[config.mk]
export PLATFORM = sky130hd
export DESIGN_NAME = stx_seq
export DESIGN_NICKNAME = d
export VERILOG_FILES = /design/src/rtl/stx_pkg.sv /design/src/rtl/stx_ea_calc.sv /design/src/rtl/stx_cycle_ctl.sv /design/src/rtl/stx_seq.sv
export SDC_FILE = /design/constraint.sdc
export NUM_CORES = 1
export LEC_CHECK = 0
export ABC_AREA = 1
export BUFFER_PORTS_ARGS = -buffer_cell sky130_fd_sc_hd__buf_2
export CAP_MARGIN = 20
export CORE_ASPECT_RATIO = 2
export CORE_UTILIZATION = 48
export CTS_CLUSTER_DIAMETER = 60
export DETAILED_ROUTE_END_ITERATION = 6
export GPL_TIMING_DRIVEN = 0
export HOLD_SLACK_MARGIN = 0.12
export PLACE_DENSITY = 0.78
export SLEW_MARGIN = 30
export SYNTH_ARGS = -nofsm -noshare
export SYNTH_HDL_FRONTEND = slang
export SYNTH_SLANG_ARGS = --single-unit
[constraint.sdc]
create_clock -name clk -period 3.3 [get_ports clk]
set_clock_uncertainty 0.15 [all_clocks]
set_input_delay 0.99 -clock clk [delete_from_list [all_inputs] [get_ports clk]]
set_output_delay 0.99 -clock clk [all_outputs]
set_load 0.05 [all_outputs]
[src/rtl/stx_pkg.sv]
// Shared types and decode helpers for the index-register store sequencer.
// Assumes opcodes are full 8-bit bytes; unknown opcodes map to AM_NONE.
package stx_pkg;

    typedef enum logic [1:0] {
        AM_ABS  = 2'd0,
        AM_DP   = 2'd1,
        AM_DPY  = 2'd2,
        AM_NONE = 2'd3
    } addr_mode_t;

    localparam logic [7:0] OPC_ABS = 8'h8E;
    localparam logic [7:0] OPC_DP  = 8'h86;
    localparam logic [7:0] OPC_DPY = 8'h96;

    // Map an opcode byte to its addressing mode.
    function automatic addr_mode_t decode_mode(input logic [7:0] opc);
        case (opc)
            OPC_ABS: decode_mode = AM_ABS;
            OPC_DP:  decode_mode = AM_DP;
            OPC_DPY: decode_mode = AM_DPY;
            default: decode_mode = AM_NONE;
        endcase
    endfunction

    // Base cycle count of a mode before penalties.
    function automatic logic [3:0] base_cycles(input addr_mode_t m);
        case (m)
            AM_ABS:  base_cycles = 4'd4;
            AM_DP:   base_cycles = 4'd3;
            AM_DPY:  base_cycles = 4'd4;
            default: base_cycles = 4'd0;
        endcase
    endfunction

endpackage

[src/rtl/stx_ea_calc.sv]
// Effective address generator. Purely combinational.
// Assumes direct page forms live in bank 0 and wrap at 16 bits.
module stx_ea_calc
    import stx_pkg::*;
#(
    parameter int ADDR_W = 24,
    parameter int REG_W  = 16,
    parameter int BYTE_W = 8
) (
    input  addr_mode_t        mode,
    input  logic [BYTE_W-1:0] op_lo,
    input  logic [BYTE_W-1:0] op_hi,
    input  logic [REG_W-1:0]  dp_reg,
    input  logic [REG_W-1:0]  y_reg,
    input  logic [BYTE_W-1:0] dbank,
    input  logic              idx8,
    output logic [ADDR_W-1:0] ea
);
    localparam int BANK_W = ADDR_W - REG_W;

    logic [REG_W-1:0] y_eff;
    logic [REG_W-1:0] dp_sum;
    logic [REG_W-1:0] dpy_sum;

    // Narrow Y to its low byte in 8-bit index mode.
    always_comb begin
        y_eff = idx8 ? {{(REG_W-BYTE_W){1'b0}}, y_reg[BYTE_W-1:0]} : y_reg;
    end

    // Direct page sums, wrapping within 16 bits.
    always_comb begin
        dp_sum  = dp_reg + {{(REG_W-BYTE_W){1'b0}}, op_lo};
        dpy_sum = dp_sum + y_eff;
    end

    // Select the address for the mode.
    always_comb begin
        case (mode)
            AM_ABS:  ea = {dbank[BANK_W-1:0], op_hi, op_lo};
            AM_DP:   ea = {{BANK_W{1'b0}}, dp_sum};
            AM_DPY:  ea = {{BANK_W{1'b0}}, dpy_sum};
            default: ea = '0;
        endcase
    end
endmodule

[src/rtl/stx_cycle_ctl.sv]
// Cycle counter for one instruction: counts 1..total, flags the last cycle.
// Assumes total >= 2 whenever launch is asserted; launch is ignored while busy.
module stx_cycle_ctl #(
    parameter int CNT_W   = 4,
    parameter int MAX_CYC = 6
) (
    input  logic             clk,
    input  logic             rst_n,
    input  logic             launch,
    input  logic [CNT_W-1:0] total,
    output logic             busy,
    output logic             last,
    output logic [CNT_W-1:0] cnt,
    output logic [CNT_W-1:0] total_q
);
    // Advance the counter and latch the length at launch.
    always_ff @(posedge clk) begin
        if (!rst_n) begin
            cnt     <= '0;
            total_q <= '0;
        end else if (cnt == '0) begin
            if (launch) begin
                cnt     <= CNT_W'(1);
                total_q <= total;
            end
        end else if (cnt == total_q) begin
            cnt <= '0;
        end else begin
            cnt <= cnt + CNT_W'(1);
        end
    end

    assign busy = (cnt != '0);
    assign last = busy && (cnt == total_q);

    // counter steps by one through the instruction
    a_r10_count_step: assert property (@(posedge clk) disable iff (!rst_n)
        busy && !last |=> cnt == $past(cnt) + CNT_W'(1));

    // completion returns to idle
    a_r10_idle_after_done: assert property (@(posedge clk) disable iff (!rst_n)
        last |=> !busy);

    // count never exceeds the longest instruction
    a_r2_count_bound: assert property (@(posedge clk) disable iff (!rst_n)
        cnt <= CNT_W'(MAX_CYC));
endmodule

[src/rtl/stx_seq.sv]
// Top of the store-index-X sequencer: decodes, captures operands at start,
// times the instruction and drives the byte write bus in its final cycles.
// Assumes a single-cycle start pulse while idle; flags are never modified.
module stx_seq
    import stx_pkg::*;
#(
    parameter int ADDR_W  = 24,
    parameter int REG_W   = 16,
    parameter int BYTE_W  = 8,
    parameter int CNT_W   = 4
) (
    input  logic              clk,
    input  logic              rst_n,
    input  logic              start,
    input  logic [BYTE_W-1:0] opcode,
    input  logic [BYTE_W-1:0] op_lo,
    input  logic [BYTE_W-1:0] op_hi,
    input  logic [REG_W-1:0]  x_reg,
    input  logic [REG_W-1:0]  y_reg,
    input  logic [REG_W-1:0]  dp_reg,
    input  logic [BYTE_W-1:0] dbank,
    input  logic              idx8,
    input  logic [BYTE_W-1:0] flags_in,
    output logic [BYTE_W-1:0] flags_out,
    output logic              busy,
    output logic              done,
    output logic [CNT_W-1:0]  cyc_cnt,
    output logic [ADDR_W-1:0] bus_addr,
    output logic [BYTE_W-1:0] bus_wdata,
    output logic              bus_we,
    output logic              illegal
);
    localparam int MAX_CYC = 6;

    addr_mode_t        mode_d;
    logic              legal_d;
    logic [CNT_W-1:0]  total_d;
    logic [ADDR_W-1:0] ea_d;
    logic              launch;

    logic [ADDR_W-1:0] ea_q;
    logic [REG_W-1:0]  x_q;
    logic              wide_q;
    logic [CNT_W-1:0]  total_q;
    logic              first_wr;
    logic              last_wr;

    // Decode the opcode and compute the instruction length.
    always_comb begin
        mode_d  = decode_mode(opcode);
        legal_d = (mode_d != AM_NONE);
        total_d = base_cycles(mode_d)
                + (idx8 ? CNT_W'(0) : CNT_W'(1))
                + (((mode_d == AM_DP) || (mode_d == AM_DPY)) && (dp_reg[BYTE_W-1:0] != '0)
                   ? CNT_W'(1) : CNT_W'(0));
    end

    stx_ea_calc #(
        .ADDR_W (ADDR_W),
        .REG_W  (REG_W),
        .BYTE_W (BYTE_W)
    ) ea_i (
        .mode   (mode_d),
        .op_lo  (op_lo),
        .op_hi  (op_hi),
        .dp_reg (dp_reg),
        .y_reg  (y_reg),
        .dbank  (dbank),
        .idx8   (idx8),
        .ea     (ea_d)
    );

    assign launch = start && !busy && legal_d;

    stx_cycle_ctl #(
        .CNT_W   (CNT_W),
        .MAX_CYC (MAX_CYC)
    ) ctl_i (
        .clk     (clk),
        .rst_n   (rst_n),
        .launch  (launch),
        .total   (total_d),
        .busy    (busy),
        .last    (done),
        .cnt     (cyc_cnt),
        .total_q (total_q)
    );

    // Capture address, data and width at launch.
    always_ff @(posedge clk) begin
        if (!rst_n) begin
            ea_q   <= '0;
            x_q    <= '0;
            wide_q <= 1'b0;
        end else if (launch) begin
            ea_q   <= ea_d;
            x_q    <= x_reg;
            wide_q <= !idx8;
        end
    end

    // Flag an unsupported opcode for one cycle.
    always_ff @(posedge clk) begin
        if (!rst_n) illegal <= 1'b0;
        else        illegal <= start && !busy && !legal_d;
    end

    // Place the write cycles at the end of the instruction.
    always_comb begin
        first_wr  = busy && wide_q && (cyc_cnt == total_q - CNT_W'(1));
        last_wr   = done;
        bus_we    = first_wr || last_wr;
        bus_addr  = (last_wr && wide_q) ? ea_q + ADDR_W'(1) : ea_q;
        if (last_wr && wide_q) bus_wdata = x_q[REG_W-1:BYTE_W];
        else                   bus_wdata = x_q[BYTE_W-1:0];
        if (!bus_we) begin
            bus_addr  = '0;
            bus_wdata = '0;
        end
    end

    assign flags_out = flags_in;

    // in 8-bit mode the only write is in the final cycle
    a_r8_single_write: assert property (@(posedge clk) disable iff (!rst_n)
        bus_we && !wide_q |-> done);

    // in 16-bit mode a write in the final cycle follows one the cycle before
    a_r9_pair_order: assert property (@(posedge clk) disable iff (!rst_n)
        bus_we && !done |=> bus_we && done);

    // writes happen only during an instruction
    a_r10_write_in_busy: assert property (@(posedge clk) disable iff (!rst_n)
        bus_we |-> busy);

    // an illegal opcode brings no busy period and no write
    a_r11_illegal_quiet: assert property (@(posedge clk) disable iff (!rst_n)
        illegal |-> !busy && !bus_we);

    // length is held steady through a running instruction
    a_r13_total_hold: assert property (@(posedge clk) disable iff (!rst_n)
        busy && $past(busy) |-> $stable(total_q));
endmodule

==> key figures <==
Run status
  • Status: finished, violations left
  • Failing checks: design-rule violations, negative setup slack

Final layout
  • Ant diodes: 0
  • Layout Utilization: 0.823
  • Layout cells sized above 1: 0.440
  • Fin nets: 1094
  • Final Instance Area: 0.00777 mm2
  • P&R area growth vs syn: 65.6%

GRT
  • Number of global-route vias before repair: 6365
  • Pin count of the biggest net entering global routing: 17
  • GRT Total Usage: 0.355
  • Antenna violations before repair: 0
  • Overflow left after global routing: 0
  • First-pass GRT wire length: 28500 um

Critical path
  • Critical path fanouts, max: 4
  • Reg2Reg Launch Point: ctl_i.cnt[2]
  • Cell Chain, Critical Path: xor2_2 -> nor2_1 -> nand3_2 -> nor2_4 -> nand2_8 -> nor2_8 -> nand3b_4 -> nor2_4 -> buf_4 -> inv_4 -> o21ai_2 -> nor3b_4 -> buf_6
  • R2R Setup Slk: 1.00 ns
  • CP arrival: 2.54 ns
  • Most common cell on crit path: nor2_4
  • Startpoint types: register
  • Worst path max stage delay: 0.35 ns
  • R2R Path End: ctl_i.total_q[1]
  • Kind of critical path: reg -> out
  • Required time worst endpoint: 2.16 ns
  • Crit path capture type: primary output
  • Reg2reg path depth: 10
  • Critical-path top delay cell: dfxtp_2

Timing
  • Slew Limit Fails: 0
  • FMAX: 272 MHz
  • RSZ-0062 raised after global routing: yes
  • Worst slew margin: 0.539
  • Tcrit/Tclk final: 1.11
  • Hold Vio Cnt, Final: 0
  • # setup viols final: 43
  • Setup WS post-layout: -0.379 ns
  • Min Tclk post-route: 3.68 ns
  • Slew @ Worst Pin: 0.692 ns

Placement
  • I/O Buffers: 130
  • Area after DPL: 0.00588 mm2
  • GPL Wtd Cong: 0.924
  • HPWL after DPL: 12600 um

Synthesis
  • Post-Syn Nets: 886
  • Post-synth cell types: 49
  • Cell Area, Synth: 0.00469 mm2
  • Avg Synthesized Cell Area: 6.19 um2
  • Main synth FF type: dfxtp_1
  • Number of synthesized flops with an enable pin: 0
  • Gate count of the mapped netlist: 759
  • Yosys reg bits: 50
  • Sequential area share after synthesis: 0.213
  • Post-synth ARST share: 0
  • Synth warn: 0

Detailed routing
  • Drt wl/cell: 19.1 um
  • Drt pass-1 iters: 7
  • DR vias: 6627
  • Drt via density: 6.04
  • DRT iter0 DRCs: 676
  • Post-DRT Antenna Nets: 0
  • DRC viols: 32
  • Routed WL: 21000 um

Floorplanning
  • Die area: 0.0102 mm2
  • Die Height: 142 um
  • Core area: 0.00945 mm2
  • Die width: 71.9 um
  • FP Rows: 50
  • Io pins: 140
  • Initial Utilization: 0.497

Worst hold path
  • Hold depth: 2
  • Hold Crit Class: reg -> reg
  • Hold endpoint: ctl_i.total_q[3]
  • HP Start: ctl_i.total_q[3]

Power
  • Lkg Pwr: 3.51 nW
  • Pwr dens: 306 mW/mm2
  • Max VDD drop: 0.231 mV

Clock tree
  • H-tree Lvls: 2
  • CTS buffer count: 5
  • CTS root buf: clkbuf_16
  • CTS tree: yes
  • CTS sink count: 50
  • Worst-path clk slew: 0.07 ns
  • Max Buffers Root-to-Sink: 2
  • Clk_lat worst skew: 0.30 ns

Run
  • Max Cap Viol: 0
==> layer usage <==
| layer | GRT usage | vias up | share of wire |
|---|---|---|---|
| met1 | 0.324 | 2999 | 0.31 |
| met3 | 0.0561 | 198 | 0.077 |
| met5 | 0 | - | 0 |
| li1 | - | 2913 | - |
| met2 | 0.666 | 517 | 0.52 |
| met4 | 0.285 | 0 | 0.092 |
==> per-stage QoR <==
step | worst slack (ns) | total power [mW] | hold slack (ns) | setup TNS, ns | instances
floorplan | -0.395 | 1.14 | 0.306 | -2.80 | 759
detailed placement | -0.733 | 1.32 | 0.324 | -18.82 | 1019
finish | -0.379 | 2.38 | 0.365 | -10.02 | 1098
global placement | -0.667 | 1.30 | 0.322 | -14.44 | 1019
global route | -0.471 | 2.47 | 0.380 | -13.68 | 1098
CTS | -0.223 | 2.07 | 0.347 | -2.73 | 1072
==> cell usage in the layout (no fill, tap or decap), types with 12 or more instances in the layout <==
cell type / Yosys / routed
nand4_1: 17 / 17
o21ai_0: 48 / 40
inv_1: 98 / 81
ha_4: 0 / 13
nor2_1: 91 / 78
dfxtp_1: 50 / 43
nand2_4: 1 / 12
nand2_1: 179 / 135
buf_4: 8 / 63
xor2_1: 17 / 12
nand2_2: 3 / 35
buf_6: 0 / 40
nor2_4: 6 / 15
nand3_2: 1 / 12
buf_2: 5 / 98
a21oi_4: 0 / 19
nand3_1: 50 / 35
a21oi_2: 0 / 16
ha_1: 32 / 18
a21oi_1: 55 / 20
==> power breakdown <==
group	switching, mW	total, mW	internal (mW)
Combinational	0.691	1.20	0.512
Sequential	0.0123	0.622	0.609
Clock	0.249	0.554	0.305
Total	0.952	2.38	1.43
==> worst max-delay path by stage <==
stage | from | endpoint | slack (ns) | cells past startpoint
floorplan | ctl_i.cnt[1] | bus_addr[17] | -0.39 | 13
finish | ctl_i.total_q[2] | bus_addr[18] | -0.38 | 13
global placement | op_lo[7] | ea_q[14] | -0.67 | 17
CTS | ctl_i.cnt[1] | bus_addr[11] | -0.22 | 14
detailed placement | op_lo[7] | ea_q[15] | -0.73 | 19
global route | ctl_i.total_q[2] | bus_addr[22] | -0.47 | 15
==> registers in the layout (all words and copies together), names as in the netlist <==
signal / cells
x_q: 16
ea_q: 24
wide_q: 1
ctl_i.total_q: 4
illegal: 1
ctl_i.cnt: 4
==> cell families after synthesis <==
family | Yosys count | share of synthesized area
fa+ha+maj | 35 | 0.0981
xor+xnor | 23 | 0.0429
flops | 50 | 0.213
simple gates | 379 | 0.362
compound gates | 141 | 0.171
buf+inv | 131 | 0.112
==> final cells by class <==
type | instances | area, um2
clock inverter | 2 | 17.5
multi-input combinational | 578 | 4280
buffer | 30 | 205
timing repair buffer | 202 | 1550
tap | 130 | 163
clock buffer | 6 | 139
fill | 525 | 1670
inverter | 100 | 399
sequential | 50 | 1020
==> cells in the mapped netlist, types with 2 or more instances <==
cell type | n | area share
nand2_1 | 179 | 0.14
inv_1 | 98 | 0.078
nor2_1 | 91 | 0.073
a21oi_1 | 55 | 0.059
dfxtp_1 | 50 | 0.21
nand3_1 | 50 | 0.053
o21ai_0 | 48 | 0.051
ha_1 | 32 | 0.085
nand4_1 | 17 | 0.023
xor2_1 | 17 | 0.032
clkbuf_1 | 16 | 0.013
nor3_1 | 12 | 0.013
a22oi_1 | 9 | 0.014
buf_4 | 8 | 0.013
a31oi_1 | 7 | 0.0093
nor4_1 | 7 | 0.0093
a41oi_1 | 6 | 0.011
nor2_4 | 6 | 0.014
xnor2_1 | 6 | 0.011
buf_2 | 5 | 0.0053
fa_1 | 3 | 0.013
nand2_2 | 3 | 0.0040
nor3b_1 | 3 | 0.0048
o21ai_1 | 3 | 0.0032
a221oi_1 | 2 | 0.0037
buf_1 | 2 | 0.0016
nand3b_1 | 2 | 0.0032
==> critical path: cells and delay by family (launching register included) <==
family	cells	cell delay [ns]
flops	1	0.35
simple gates	8	1.19
compound gates	1	0.11
xor+xnor	1	0.19
buf+inv	3	0.39
==> what timing repair did <==
| action | CTS | global route |
|---|---|---|
| resized for setup | 152 | 141 |
| cloned | 2 | 1 |
| endpoints found under the setup margin | 67 | 72 |
| hold buffers | 0 | 0 |
| pin swaps | 50 | 65 |
| setup buffers | 43 | 28 |
Power figures use the tool's default switching activity.
